[config.mk]
export PLATFORM = sky130hd
export DESIGN_NAME = buck_seq_ctrl
export DESIGN_NICKNAME = d
export VERILOG_FILES = /design/src/rtl/seq_pkg.sv /design/src/rtl/seq_sync.sv /design/src/rtl/seq_ramp.sv /design/src/rtl/buck_seq_ctrl.sv
export SDC_FILE = /design/constraint.sdc
export NUM_CORES = 1
export LEC_CHECK = 0
export ABC_AREA = 1
export BUFFER_PORTS_ARGS = -buffer_cell sky130_fd_sc_hd__buf_2
export CAP_MARGIN = 5
export CORE_ASPECT_RATIO = 1.25
export CORE_MARGIN = 2
export CORE_UTILIZATION = 55
export CTS_CLUSTER_DIAMETER = 60
export CTS_CLUSTER_SIZE = 8
export DETAILED_ROUTE_END_ITERATION = 8
export HOLD_SLACK_MARGIN = 0.02
export PLACE_DENSITY = 0.74
export SLEW_MARGIN = 20
export SYNTH_ARGS = -nofsm -noshare
export SYNTH_HDL_FRONTEND = slang
export SYNTH_SLANG_ARGS = --single-unit
[constraint.sdc]
create_clock -name clk -period 1.7 [get_ports clk]
set_clock_uncertainty 0.15 [all_clocks]
set_input_delay 0.51 -clock clk [delete_from_list [all_inputs] [get_ports clk]]
set_output_delay 0.51 -clock clk [all_outputs]
set_load 0.01 [all_outputs]
[src/rtl/seq_pkg.sv]
package seq_pkg;
    typedef enum logic [2:0] {
        ST_OFF  = 3'd0,
        ST_WAKE = 3'd1,
        ST_RAMP = 3'd2,
        ST_RUN  = 3'd3,
        ST_HOT  = 3'd4
    } seq_state_t;
endpackage

[src/rtl/seq_sync.sv]
module seq_sync #(
    parameter int STAGES = 2
) (
    input  logic clk,
    input  logic rst_n,
    input  logic din,
    output logic dout
);
    logic [STAGES-1:0] chain_q;

    generate
        if (STAGES == 1) begin : g_one
            always_ff @(posedge clk or negedge rst_n) begin
                if (!rst_n) chain_q <= '0;
                else        chain_q <= din;
            end
        end else begin : g_many
            always_ff @(posedge clk or negedge rst_n) begin
                if (!rst_n) chain_q <= '0;
                else        chain_q <= {chain_q[STAGES-2:0], din};
            end
        end
    endgenerate

    assign dout = chain_q[STAGES-1];
endmodule

[src/rtl/seq_ramp.sv]
module seq_ramp #(
    parameter int REF_BITS  = 8,
    parameter int STEP_CLKS = 4
) (
    input  logic                clk,
    input  logic                rst_n,
    input  logic                clear,
    input  logic                advance,
    output logic [REF_BITS-1:0] code,
    output logic                at_full
);
    localparam int PRE_W = (STEP_CLKS > 1) ? $clog2(STEP_CLKS) : 1;
    localparam logic [REF_BITS-1:0] FULL = {REF_BITS{1'b1}};
    localparam logic [PRE_W-1:0] PRE_LAST = PRE_W'(STEP_CLKS - 1);

    logic [PRE_W-1:0] pre_q;

    always_ff @(posedge clk or negedge rst_n) begin
        if (!rst_n) begin
            pre_q <= '0;
            code  <= '0;
        end else if (clear) begin
            pre_q <= '0;
            code  <= '0;
        end else if (advance) begin
            if (pre_q == PRE_LAST) begin
                pre_q <= '0;
                if (code != FULL) code <= code + 1'b1;
            end else begin
                pre_q <= pre_q + 1'b1;
            end
        end
    end

    assign at_full = (code == FULL);

    // the code moves by at most one step per clock while ramping
    p_single_step_r3: assert property (@(posedge clk) disable iff (!rst_n)
        (advance && $past(advance) && !$past(clear)) |->
            (code == $past(code) || code == $past(code) + 1'b1));
endmodule

[src/rtl/buck_seq_ctrl.sv]
module buck_seq_ctrl
    import seq_pkg::*;
#(
    parameter int REF_BITS  = 8,
    parameter int STEP_CLKS = 4,
    parameter int WAKE_CLKS = 8,
    parameter int SYNC_FF   = 2
) (
    input  logic                clk,
    input  logic                rst_n,
    input  logic                en_pin,
    input  logic                supply_ok,
    input  logic                over_temp,
    input  logic                fb_low,
    output logic [REF_BITS-1:0] ref_code,
    output logic                sw_allow,
    output logic                dis_en,
    output logic                osc_div3
);
    localparam int WAKE_W = (WAKE_CLKS > 1) ? $clog2(WAKE_CLKS) : 1;
    localparam logic [WAKE_W-1:0] WAKE_LAST = WAKE_W'(WAKE_CLKS - 1);

    seq_state_t        state_q, state_d;
    logic              en_s;
    logic              run_ok;
    logic [WAKE_W-1:0] wake_q;
    logic [REF_BITS-1:0] ramp_code;
    logic              ramp_full;
    logic              ramp_clear;

    seq_sync #(.STAGES(SYNC_FF)) u_en_sync (
        .clk   (clk),
        .rst_n (rst_n),
        .din   (en_pin),
        .dout  (en_s)
    );

    assign ramp_clear = !(state_q == ST_RAMP || state_q == ST_RUN);

    seq_ramp #(.REF_BITS(REF_BITS), .STEP_CLKS(STEP_CLKS)) u_ramp (
        .clk     (clk),
        .rst_n   (rst_n),
        .clear   (ramp_clear),
        .advance (state_q == ST_RAMP),
        .code    (ramp_code),
        .at_full (ramp_full)
    );

    assign run_ok = en_s && supply_ok && !over_temp;

    // state register
    always_ff @(posedge clk or negedge rst_n) begin
        if (!rst_n) state_q <= ST_OFF;
        else        state_q <= state_d;
    end

    // wake timer
    always_ff @(posedge clk or negedge rst_n) begin
        if (!rst_n)                  wake_q <= '0;
        else if (state_q != ST_WAKE) wake_q <= '0;
        else                         wake_q <= wake_q + 1'b1;
    end

    // next state
    always_comb begin
        state_d = state_q;
        unique case (state_q)
            ST_OFF: begin
                if (run_ok) state_d = ST_WAKE;
            end
            ST_WAKE: begin
                if (!en_s || !supply_ok)     state_d = ST_OFF;
                else if (over_temp)          state_d = ST_HOT;
                else if (wake_q == WAKE_LAST) state_d = ST_RAMP;
            end
            ST_RAMP: begin
                if (!en_s || !supply_ok) state_d = ST_OFF;
                else if (over_temp)      state_d = ST_HOT;
                else if (ramp_full)      state_d = ST_RUN;
            end
            ST_RUN: begin
                if (!en_s || !supply_ok) state_d = ST_OFF;
                else if (over_temp)      state_d = ST_HOT;
            end
            ST_HOT: begin
                if (!en_s || !supply_ok) state_d = ST_OFF;
                else if (!over_temp)     state_d = ST_RAMP;
            end
            default: state_d = ST_OFF;
        endcase
    end

    // outputs
    always_comb begin
        sw_allow = (state_q == ST_RAMP || state_q == ST_RUN) && run_ok;
        dis_en   = !(sw_allow || (state_q == ST_WAKE && run_ok));
        osc_div3 = sw_allow && fb_low;
        ref_code = sw_allow ? ramp_code : '0;
    end

    // switching and discharge exclusive
    p_excl_r9: assert property (@(posedge clk) disable iff (!rst_n)
        !(sw_allow && dis_en));

    // over-temperature lands in a shutdown state on the next clock
    p_hot_stop_r7: assert property (@(posedge clk) disable iff (!rst_n)
        over_temp |=> (state_q == ST_HOT || state_q == ST_OFF));

    // the ramp is entered only from the wake phase or a thermal restart
    p_ramp_entry_r2: assert property (@(posedge clk) disable iff (!rst_n)
        (state_q == ST_RAMP && $past(state_q) != ST_RAMP) |->
            ($past(state_q) == ST_WAKE || $past(state_q) == ST_HOT));

    // the run state always holds a saturated code
    p_run_full_r4: assert property (@(posedge clk) disable iff (!rst_n)
        (state_q == ST_RUN) |-> ramp_full);

    // reference never falls while switching continues
    p_code_mono_r3: assert property (@(posedge clk) disable iff (!rst_n)
        (sw_allow && $past(sw_allow) && $past(state_q) != ST_HOT) |->
            ref_code >= $past(ref_code));

    // shutdown never allows switching
    p_off_quiet_r1: assert property (@(posedge clk) disable iff (!rst_n)
        (state_q == ST_OFF) |-> (!sw_allow && ref_code == '0));
endmodule

After elaboration in Yosys (flattened, before gate mapping)
Cells that the tools add are included.

Multiplexer cells: 21. Reduce and logical (&&, ||, !) cells: 15. Equal/unequal tests: 17. Add/sub/neg operators: 3.

Operators by type and width (number): 8-bit two-way mux (5); 3-bit two-way mux (12); 3-bit case mux with 5 select lines (1); 8-bit by 1-bit adder with 8-bit output, second input constant (1); 8-bit == test, second input constant (1); 4-bit != test, second input constant (2); 8-bit != test, second input constant (1); 3-bit by 2-bit == test with 1-bit output, second input constant (2); 3-bit == test, second input constant (2); 2-bit two-way mux (3); 2-bit by 1-bit != test with 1-bit output, second input constant (3); 1-bit logical AND (5); 5-bit AND reduction (1); 1-bit zero test (4); 3-bit by 1-bit adder with 3-bit output, second input constant (1); 3-bit by 1-bit == test with 1-bit output, second input constant (1); 3-bit zero test (1); 1-bit logical OR (3); 3-bit by 1-bit != test with 1-bit output, second input constant (1); 3-bit by 2-bit != test with 1-bit output, second input constant (1); 3-bit != test, second input constant (1); 3-bit AND reduction (1); 2-bit by 1-bit adder with 2-bit output, second input constant (1); 2-bit == test, second input constant (1); 2-bit != test, second input constant (1).

Logic and storage cells: 61. Register bits after elaboration: 18. Output and inout port bits: 11.

Logic depth before layout (Yosys ltp)
Gate-level depths: netlist of the first run.

Word-level depth: 5. Depth in mapped cells: 8.

Cells and area by module
A second synthesis of the first run with hierarchy kept.

Cells, all modules: 160. Area, all modules: 1176.1 µm².

By module, submodules not included: seq_ramp (area an instance 614.3 µm², sequential area each 250.2 µm², cells an instance 81, instances 1); buck_seq_ctrl (area an instance 511.7 µm², sequential area each 150.1 µm², cells an instance 77, instances 1); seq_sync (area an instance 50.0 µm², sequential area each 50.0 µm², cells an instance 2, instances 1).

Least setup slack after synthesis of the first run
OpenSTA, ideal clock, no wires.

Path kind: register to output. From: reg state_q[2]. To: out osc_div3. Data arrival time: 1.154 ns. Required time: 1.040 ns. Slack: -0.114 ns. Path buffers: 0. Cell stages (with the launch flop): 6. Path through: dfrtp_1 > nor2_4 > inv_2 > nor2_4 > inv_4 > nor2_1.

Longest elaborated chain between the ends: 4. Elaborated cells between the ends (all ways): 5. Classes of those cells: eq/ne (2); reduce/logical (3).

RTL lines: from (decl) (line buck_seq_ctrl.sv:23) `seq_state_t state_q, state_d;`; from (signal assigned) (line buck_seq_ctrl.sv:54) `else state_q <= state_d;`; 3-bit by 2-bit == test with 1-bit output (line buck_seq_ctrl.sv:95) `sw_allow = (state_q == ST_RAMP || state_q == ST_RUN) && run_ok;`; 1-bit logical OR * (line buck_seq_ctrl.sv:95); 1-bit logical AND * (line buck_seq_ctrl.sv:95); net sw_allow (line buck_seq_ctrl.sv:16) `output logic sw_allow,`; 1-bit logical AND * (line buck_seq_ctrl.sv:97) `osc_div3 = sw_allow && fb_low;`; to (decl) (line buck_seq_ctrl.sv:18) `output logic osc_div3`.

Mark *: on every way through the listed nets, which the timed path passes. The rest lies on a longest branch.

Final worst setup path of the first run
From: reg state_q[1]. To: out ref_code[3].

Longest elaborated chain between the ends: 4. Elaborated cells between the ends (all ways): 5. Classes of those cells: eq/ne (2); mux (1); reduce/logical (2).

RTL lines: 3-bit by 2-bit == test with 1-bit output (line buck_seq_ctrl.sv:95); 1-bit logical OR * (line buck_seq_ctrl.sv:95); 1-bit logical AND * (line buck_seq_ctrl.sv:95); 8-bit two-way mux * (line buck_seq_ctrl.sv:98) `ref_code = sw_allow ? ramp_code : '0;`; to (decl) (line buck_seq_ctrl.sv:15) `output logic [REF_BITS-1:0] ref_code,`.

Every way passes the cells marked *; elsewhere a longest branch is shown, timed or not.

==> results of run 1 <==
[cell usage in the layout (no fill, tap or decap)]
cell type	n
nand2_1	36
inv_1	19
nand3_1	19
dfrtp_1	18
buf_2	14
buf_4	14
nor2_1	11
nor2_2	9
nor2_4	6
a21oi_1	5
o21ai_0	4
ha_1	4
inv_2	3
nand4_1	3
o21ai_2	3
clkbuf_4	3
buf_6	3
nand3_2	2
nand2_4	2
nand2_2	2
o21ai_1	2
xor2_1	2
inv_8	1
inv_4	1
inv_6	1
nand3_4	1
or2_2	1
o211ai_1	1
o31ai_1	1
clkbuf_8	1
dlygate4sd3_1	1
[layer usage]
metal	vias up	GRT usage [%]	part of all wire (%)
met2	21	40.0	56
met5	-	0	0
met3	6	2.94	2.5
met4	0	11.8	2.1
met1	501	26.5	40
li1	578	-	-
[area by class of cell]
type                            instances  area share [%]
Clock buffer                            4            2.42
Inverter                               24            7.02
Timing Repair Buffer                   32            14.6
Timing Repair inverter                  1           0.251
Tap cell                               20            1.67
Sequential cell                        18            30.1
Multi-Input combinational cell        114            43.9
[cell families after synthesis]
| kind of cell | count (synthesis) |
|---|---|
| AO/OA/AOI/OAI | 16 |
| XOR/XNOR | 2 |
| adder cells (fa/ha/maj) | 4 |
| buffers and inverters | 25 |
| flip-flops | 18 |
| AND/OR/NAND/NOR | 92 |
[worst paths after layout]
check	end	start	depth (start not counted)	slack [ns]
max	ref_code[3]	state_q[1]	7	-0.33
min	u_en_sync.chain_q[0]	en_pin	1	0.17
max reg2reg	u_ramp.code[7]	state_q[2]	9	0.07
min reg2reg	u_en_sync.chain_q[1]	u_en_sync.chain_q[0]	0	0.22
max in group asynchronous	u_ramp.pre_q[1]	rst_n	2	0.60
min in group asynchronous	u_ramp.code[4]	rst_n	2	0.51
[stage by stage]
step,power (mW),cell area (sq um)
finish,1.15,1500
floorplan,0.745,1180
detailed placement,0.830,1330
global placement,0.823,1330
CTS,1.12,1420
global route,1.24,1500
[power groups by stage]
stage / logic (mW) / clock network [mW] / registers [mW]
2_1_floorplan: 0.241 / 0 / 0.504
3_3_place_gp: 0.312 / 0 / 0.511
3_5_place_dp: 0.316 / 0 / 0.513
4_1_cts: 0.341 / 0.277 / 0.505
5_1_grt: 0.433 / 0.296 / 0.510
6_report: 0.373 / 0.272 / 0.506
[sequential cells by signal, summed over array words and instances, names as in the netlist]
| signal | count |
|---|---|
| state_q | 3 |
| u_en_sync.chain_q | 2 |
| u_ramp.code | 8 |
| u_ramp.pre_q | 2 |
| wake_q | 3 |
[repair_timing]
action	CTS	global route
setup endpoints to repair	11	17
gates resized for setup	5	11
endpoints found under the hold margin	18	0
gates cloned	1	0
setup buffers	3	5
hold buffers	1	0
pin swaps	0	1
==> metrics.txt, run 1 <==
Layout area overhead=29.4%; clk buf depth=2; placed cell count=around 200; area share of and/or/nand/nor cells after synthesis=37.7%; sequential share of power=43.9%; clock latency on the worst-skew pair=0.30 ns; Critical-path top delay cell=dfrtp_1; I/O pins=17; Worst slew margin=between 70 and 80%; RSZ-0062 raised after global routing=yes; switching pwr=0.407 mW; Worst-Margin Slew=0.411 ns; WL/cell=12.4 um; gr ovfl total=0; H-tree levels=1; Fill cells=~160; Final Cycle Share=119%; top-area cell type share of the netlist area=a little under 40%; final WL=~2600 um; ant diodes=0; maxcap violations=0; Via density=~5.2; Net Count, Synth=167; post-route setup TNS=-3.41 ns; Seq. cell area=450 sq um; FP Rows=18; Setup WS post-layout=-0.331 ns; Detailed Routing Iterations Pass 1=4; synth unique cells=23; Final min period=between 2 and 2.5 ns; failing checks=negative setup slack; Internal=0.745 mW; vias in the first global route=roughly 1100; first-pass GRT wire length=4350 um; Post-Synth XOR/XNOR Area=under 10%; Area contributors post-synth=dfrtp_1, nand2_1, nand3_1, inv_1, nor2_1; Critical Path Max Stage Delay=0.40 ns; antenna viol nets, final=0; cells along the critical path=inv_4, nor2_4, inv_2, nor2_4, inv_2, nor2_2, buf_2; Util after Layout=~76%; status=finished, violations left; clk sinks=18; Worst Path Arrival=approximately 1.4 ns; count leader, synth=nand2_1; First DRT Iteration DRCs=30; pre-CTS setup slack=-0.279 ns; Syn Area/Cell=7.36 sq um; Final nets=204; synth cell count leaders=nand2_1, inv_1, nand3_1; compound-cell area share of the yosys netlist=under 10%; post-synthesis mux area share=0%; Fmax=492 MHz; initial antenna violation count=0; PwrDens=slightly below 800 nW/um^2; ys async rst share=100%; yosys warns=0; Fin. Hold Viols=0; Worst-path clk slew=0.11 ns; area of the multi-input gates=657 sq um; CP endpoint kind=output port; GRT Overall Usage=23.2%; via count=1106; WS Path Type=flip-flop to output port; routability congestion estimate=0.909; Core Region=1980 sq um; Num CTS Buffers=3; share of cells above drive strength 1=a little over a third; main combinational cell family by area after synthesis=simple AND/OR/NAND/NOR gates; sw frac=35.3%; Max FO, Critical Path=4; top cell family by delay on the critical path=flip-flops; adder-cell share of the synthesized area=about 4.3%; Worst setup SP type=flip-flop; EDFF count, synth=0; Initial Utilization=58.3%; Yosys reg bits=18; Worst EP required=1.04 ns; Post-DP HPWL=1890 um; Comb power frac=32.4%; leak pwr=0.724 nW; pin count of the biggest net entering global routing=19; Die Ht=55.3 um; Mapped Cells=157; cell type with the largest total area after synthesis=dfrtp_1; Worst Path Buf+Inv=4; final setup violation count=11; Main synth FF type=dfrtp_1; hold_ws=0.165 ns; hold crit path type=primary input to flip-flop; Die W=45.0 um; Post-Syn Area=1160 sq um; CTS root buffer=clkbuf_4; Final Max Tran Viols=0; Seq/Total Area, Yosys=39.0%; post-route insts no fill=approximately 210; IO buf count=16; DRC violations left=0; clock power share=about a quarter; die area=2490 sq um; CTS tree=yes; maximum vdd ir drop=0.611 mV
Power figures use the tool's default switching activity.
==> run 2: changes to the inputs <==
--- a/config.mk
+++ b/config.mk
@@ -16,7 +16,9 @@
 export DETAILED_ROUTE_END_ITERATION = 8
 export HOLD_SLACK_MARGIN = 0.02
 export PLACE_DENSITY = 0.74
+export RECOVER_POWER = 25
 export SLEW_MARGIN = 20
 export SYNTH_ARGS = -nofsm -noshare
 export SYNTH_HDL_FRONTEND = slang
+export SYNTH_HIERARCHICAL = 1
 export SYNTH_SLANG_ARGS = --single-unit
==> run 2 against run 1 <==
Effect of this change: the run still ends with negative setup slack left; cell area up 6.5%; cell count rose by 3.3%; via count up 1.4%; worst setup slack improved by 0.032 ns; global-route usage shrank 0.40 points; synthesized cell count grew 1.9%; sequential share of layout area down 1.8 points; register-to-register slack got worse by 0.09 ns; sequential power shrank 4.2%; flip-flop and latch count unchanged; area after synthesis grew 1.7%; critical path type unchanged; largest power group unchanged.
==> metrics.txt, run 2 <==
status=finished, violations left; ys async rst share=100% (unchanged); Final min period=2.00 ns (-0.0321 ns); failing checks=negative setup slack; Area contributors post-synth=dfrtp_1, nand2_1, inv_1, nor2_1, nand3_1; Seq. cell area=452 sq um (+0.28%); share of cells above drive strength 1=40.5% (+5.8 points); Worst slew margin=68.8% (-3.8 points); Critical Path Max Stage Delay=0.43 ns (+0.03 ns); cell type with the largest total area after synthesis=dfrtp_1; Final nets=211 (+3.4%); placed cell count=210 (+5.5%); clk sinks=18 (unchanged); synth unique cells=21 (-8.7%); hold crit path type=primary input to flip-flop; area of the multi-input gates=707 sq um (+7.6%); Final Max Tran Viols=0 (unchanged); register bank with the most flops=u_ramp/code; Syn Area/Cell=7.35 sq um (-0.18%); Fill cells=140 (-9.7%); Final Cycle Share=118% (-1.9 points); Critical-path top delay cell=dfrtp_1; maxcap violations=0 (unchanged); Worst-path clk slew=0.11 ns (about the same); placed inst area=1390 sq um (+4.4%); top cell family by delay on the critical path=flip-flops; die area=2530 sq um (+1.6%); Mapped Cells=160 (+1.9%); DRC violations left=0 (unchanged); Via density=5.10 (-1.8%); Largest register FFs=8 (unchanged); Fmax=500 MHz (+1.6%); top-area cell type share of the netlist area=38.3% (-0.66 points); Num CTS Buffers=3 (unchanged); Die Ht=55.7 um (+0.80%); antenna viol nets, final=0 (unchanged); Worst setup SP type=flip-flop; Util after Layout=79.5% (+4.0 points); ant diodes=0 (unchanged); most frequent cells in the layout=inv_1, nor2_1, nand2_1; via count=1122 (+1.4%); Seq/Total Area, Yosys=38.3% (-0.66 points); Net Count, Synth=170 (+1.8%); Post-DP HPWL=1890 um (-0.16%); CP endpoint kind=output port; Setup WS post-layout=-0.299 ns (+0.0321 ns); Pwr Total=1.04 mW (-9.8%); IO buf count=16 (unchanged); Max FO, Critical Path=5 (+1); Fin. Hold Viols=0 (unchanged); maximum vdd ir drop=0.621 mV (+1.6%); Worst EP required=1.04 ns (about the same); pin count of the biggest net entering global routing=19 (unchanged); most frequent CP cell=nand2_4; WS Path Type=flip-flop to output port; Worst Path Buf+Inv=2 (-2); leak pwr=0.891 nW (+23%); Worst-Margin Slew=0.468 ns (+0.0575 ns); yosys warns=6 (+6); first-pass GRT wire length=4350 um (+0.14%); Layout area overhead=35.5%; final setup violation count=15 (+4); clock latency on the worst-skew pair=0.29 ns (about the same); Die W=45.4 um (+0.79%); EDFF count, synth=0 (unchanged); biggest registers after layout=u_ramp/code (8), state_q (3), wake_q (3); fin area=1590 sq um (+6.5%); vias in the first global route=1027 (-4.9%); post-route insts no fill=220 (+3.3%); final WL=2810 um (+6.9%); FP Rows=18 (unchanged); CTS root buffer=clkbuf_4; Post-Syn Area=1180 sq um (+1.7%); CTS tree=yes; Worst Path Arrival=1.34 ns (-0.03 ns); GRT Overall Usage=22.8% (-0.40 points); Main synth FF type=dfrtp_1; cells along the critical path=inv_2, nand3_2, nand2_4, nand2_4, nor2_1, buf_2; most common cell after layout, fill and taps aside=inv_1; Detailed Routing Iterations Pass 1=4 (unchanged); WL/cell=12.8 um (+3.5%); Initial Utilization=58.7% (+0.34 points); PwrDens=651 nW/um^2 (-15%); synth cell count leaders=nand2_1, inv_1, nor2_1; RSZ-0062 raised after global routing=yes; Yosys reg bits=18 (unchanged); clk buf depth=2 (unchanged); Core Region=2000 sq um (+1.1%); First DRT Iteration DRCs=24 (-20%); H-tree levels=1 (unchanged); initial antenna violation count=0 (unchanged); hold_ws=0.165 ns (-0.000227 ns); count leader, synth=nand2_1; I/O pins=17 (unchanged); gr ovfl total=0 (unchanged); routability congestion estimate=0.858 (-5.6%)
run 2: cell count changes after synthesis, moves of 3 or more:
cell and delta:
inv_1 +8, inv_2 +3, nand2_1 -8, nand2_2 +3, nand2_4 +4, nand3_1 -5, nor2_1 +7, o21ai_0 -3
o21ai_1 +3
run 2: path summary, 6_finish.rpt:
| path | slack (ns) | endpoint | cells past startpoint | from |
|---|---|---|---|---|
| worst max-delay path | -0.30 | ref_code[0] | 6 | state_q[2] |
| worst min-delay path | 0.17 | u_en_sync/chain_q[0] | 1 | en_pin |
| worst max register to register | -0.02 | u_ramp/code[3] | 11 | state_q[0] |
| worst min register to register | 0.23 | u_en_sync/chain_q[1] | 0 | u_en_sync/chain_q[0] |
| max in group asynchronous | 0.50 | state_q[1] | 2 | rst_n |
| min in group asynchronous | 0.55 | u_en_sync/chain_q[0] | 2 | rst_n |
run 2: final cells by class:
class	count	share of cell area, %
clock buffer	4	2.28
tap	20	1.57
sequential	18	28.3
inverter	33	8.56
multi-input combinational	111	44.3
timing repair buffer	34	14.9
run 2: per-layer routing:
layer	share of wire, %	wire [um]	vias to the layer above	track usage (%)
met4	2.2	61	0	10.9
met5	0	0	-	0
li1	-	-	571	-
met1	40	1130	514	26.7
met3	2.7	76	8	1.95
met2	55	1550	29	39.6
run 2: power by group:
part           switching (mW)  internal, mW  total [mW]
clock                   0.135         0.130       0.265
sequential             0.0238         0.461       0.485
combinational           0.170         0.119       0.289
total                   0.328         0.710        1.04
run 2: cell families after synthesis:
| logic type | count (synthesis) | synth area share [%] |
|---|---|---|
| AND/OR/NAND/NOR | 89 | 38.7 |
| buffers and inverters | 33 | 10.5 |
| flip-flops | 18 | 38.3 |
| AO/OA/AOI/OAI | 14 | 6.70 |
| adder cells (fa/ha/maj) | 4 | 4.26 |
| XOR/XNOR | 2 | 1.49 |
run 2: repair_timing:
action,CTS,global route
hold buffers,1,0
gates resized for setup,3,31
pin swaps,2,7
endpoints found under the setup margin,11,19
setup buffers,2,1
endpoints found under the hold margin,18,0
gates cloned,1,1
run 2: per-stage QoR:
step	setup slack, ns	TNS (ns)
after global routing	-0.388	-4.99
final	-0.299	-3.02
after global placement	-0.0827	-0.724
after detailed placement	-0.101	-0.863
after CTS	-0.296	-3.11
after floorplan	0.0477	0
==> run 3: changes to the inputs <==
--- a/config.mk
+++ b/config.mk
@@ -7,7 +7,7 @@
 export LEC_CHECK = 0
 export ABC_AREA = 1
 export BUFFER_PORTS_ARGS = -buffer_cell sky130_fd_sc_hd__buf_2
-export CAP_MARGIN = 5
+export CAP_MARGIN = 20
 export CORE_ASPECT_RATIO = 1.25
 export CORE_MARGIN = 2
 export CORE_UTILIZATION = 55
==> constraint.sdc (replaced) <==
create_clock -name clk -period 1.7 [get_ports clk]
set_clock_uncertainty 0.15 [all_clocks]
set_input_delay 0.51 -clock clk [delete_from_list [all_inputs] [get_ports clk]]
set_output_delay 0.51 -clock clk [all_outputs]
set_load 0.1 [all_outputs]
==> run 3 against run 2 <==
Effect of this change: the flow still finishes with violations (negative setup slack); sequential share of layout area fell by 3.8 points; global-route usage rose by 6.4 points; non-clock buffer count rose by 1; register-to-register slack got worse by 0.23 ns; hold slack got worse by 0.018 ns; critical path depth did not move; cell area rose by 16%; via count rose by 13%; first-iteration DRC count rose to 3.3 times the previous value; utilization rose by 13 points.
==> metrics.txt, run 3 (same netlist as run 2, synthesis figures left out) <==
die area=2530 sq um (unchanged); Worst Path Buf+Inv=1 (-1); Critical-path top delay cell=dfrtp_2; final setup violation count=23 (+8); Worst EP required=1.04 ns (about the same); cells along the critical path=nor2_2, nand2_2, nand2_4, nand2_8, nor2_4, buf_12; via count=1272 (+13%); Fmax=461 MHz (-7.8%); final WL=3850 um (+37%); PwrDens=580 nW/um^2 (-11%); hold_ws=0.147 ns (-0.0182 ns); antenna viol nets, final=0 (unchanged); maximum vdd ir drop=0.736 mV (+18%); most frequent cells in the layout=inv_1, nand2_1, nor2_1; Worst-path clk slew=0.11 ns (about the same); register bank with the most flops=u_ramp/code; leak pwr=0.899 nW (+0.84%); DRC violations left=0 (unchanged); Detailed Routing Iterations Pass 1=4 (unchanged); FP Rows=18 (unchanged); placed inst area=1640 sq um (+18%); Final nets=212 (+0.47%); Worst Path Arrival=1.51 ns (+0.17 ns); Die Ht=55.7 um (unchanged); CTS tree=yes; ant diodes=0 (unchanged); first-pass GRT wire length=5440 um (+25%); Via density=5.76 (+13%); Post-DP HPWL=2020 um (+7.1%); hold crit path type=primary input to flip-flop; Worst slew margin=68.9% (+0.12 points); CP endpoint kind=output port; failing checks=negative setup slack; GRT Overall Usage=29.1% (+6.4 points); Max FO, Critical Path=5 (unchanged); Final Max Tran Viols=0 (unchanged); Layout area overhead=56.9%; most common cell after layout, fill and taps aside=inv_1; WS Path Type=flip-flop to output port; biggest registers after layout=u_ramp/code (8), state_q (3), wake_q (3); I/O pins=17 (unchanged); Final min period=2.17 ns (+0.168 ns); status=finished, violations left; IO buf count=16 (unchanged); First DRT Iteration DRCs=78 (+230%); clk sinks=18 (unchanged); Setup WS post-layout=-0.467 ns (-0.168 ns); share of cells above drive strength 1=43.8% (+3.3 points); Critical Path Max Stage Delay=0.45 ns (+0.02 ns); fin area=1850 sq um (+16%); Largest register FFs=8 (unchanged); gr ovfl total=0 (unchanged); Worst setup SP type=flip-flop; H-tree levels=1 (unchanged); Initial Utilization=58.7% (unchanged); clk buf depth=2 (unchanged); clock latency on the worst-skew pair=0.31 ns (+0.02 ns); WL/cell=17.4 um (+36%); pin count of the biggest net entering global routing=19 (unchanged); Fin. Hold Viols=0 (unchanged); vias in the first global route=1195 (+16%); RSZ-0062 raised after global routing=yes; top cell family by delay on the critical path=simple AND/OR/NAND/NOR gates; maxcap violations=0 (unchanged); Num CTS Buffers=3 (unchanged); CTS root buffer=clkbuf_4; routability congestion estimate=0.844 (-1.6%); initial antenna violation count=0 (unchanged); Die W=45.4 um (unchanged); Final Cycle Share=127% (+9.9 points); Worst-Margin Slew=0.467 ns (-0.00174 ns); Core Region=2000 sq um (unchanged)
-- run 3: where the power goes --
group          switching (mW)  internal (mW)  total [mW]
combinational           0.192          0.110       0.303
clock                   0.149          0.131       0.280
sequential             0.0262          0.461       0.487
-- run 3: layer usage --
| metal | GRT usage (%) | routed length [um] |
|---|---|---|
| met1 | 38.1 | 1400 |
| met4 | 10.5 | 121 |
| met3 | 1.95 | 247 |
| met2 | 49.0 | 2080 |
| met5 | 0 | 0 |
-- run 3: layout make-up --
type	instances	area, sq um
timing repair buffer	35	398
multi-input combinational	111	796
tap	20	25.0
fill	75	159
sequential	18	453
inverter	33	138
clock buffer	4	36.3
-- run 3: stage by stage --
| stage | cells | util (%) | setup WS [ns] | power [mW] | setup TNS [ns] |
|---|---|---|---|---|---|
| after floorplan | 160 | - | -0.358 | 0.664 | -3.51 |
| after global placement | 208 | 81.9 | -0.263 | 0.738 | -2.67 |
| after detailed placement | 208 | 81.9 | -0.277 | 0.754 | -2.82 |
| after CTS | 218 | 88.0 | -0.445 | 1.04 | -4.83 |
| after global routing | 221 | 92.1 | -0.508 | 1.11 | -7.78 |
| final | 221 | 92.1 | -0.467 | 1.07 | -6.84 |
-- run 3: path summary, 6_finish.rpt --
check / start / end / slack, ns / cells past startpoint
min in group asynchronous: rst_n / u_en_sync/chain_q[1] / 0.52 / 2
max reg2reg: state_q[2] / u_ramp/code[3] / -0.25 / 12
max: state_q[2] / ref_code[2] / -0.47 / 6
min reg2reg: u_en_sync/chain_q[0] / u_en_sync/chain_q[1] / 0.22 / 0
max in group asynchronous: rst_n / state_q[1] / 0.54 / 2
min: en_pin / u_en_sync/chain_q[0] / 0.15 / 1
-- run 3: repair_timing --
action	4_1_cts	5_1_grt
pin swaps	6	5
hold buffers	1	0
resized for setup	10	14
cloned	2	0
setup endpoints to repair	19	22
buffers inserted	3	3
endpoints found under the hold margin	18	0
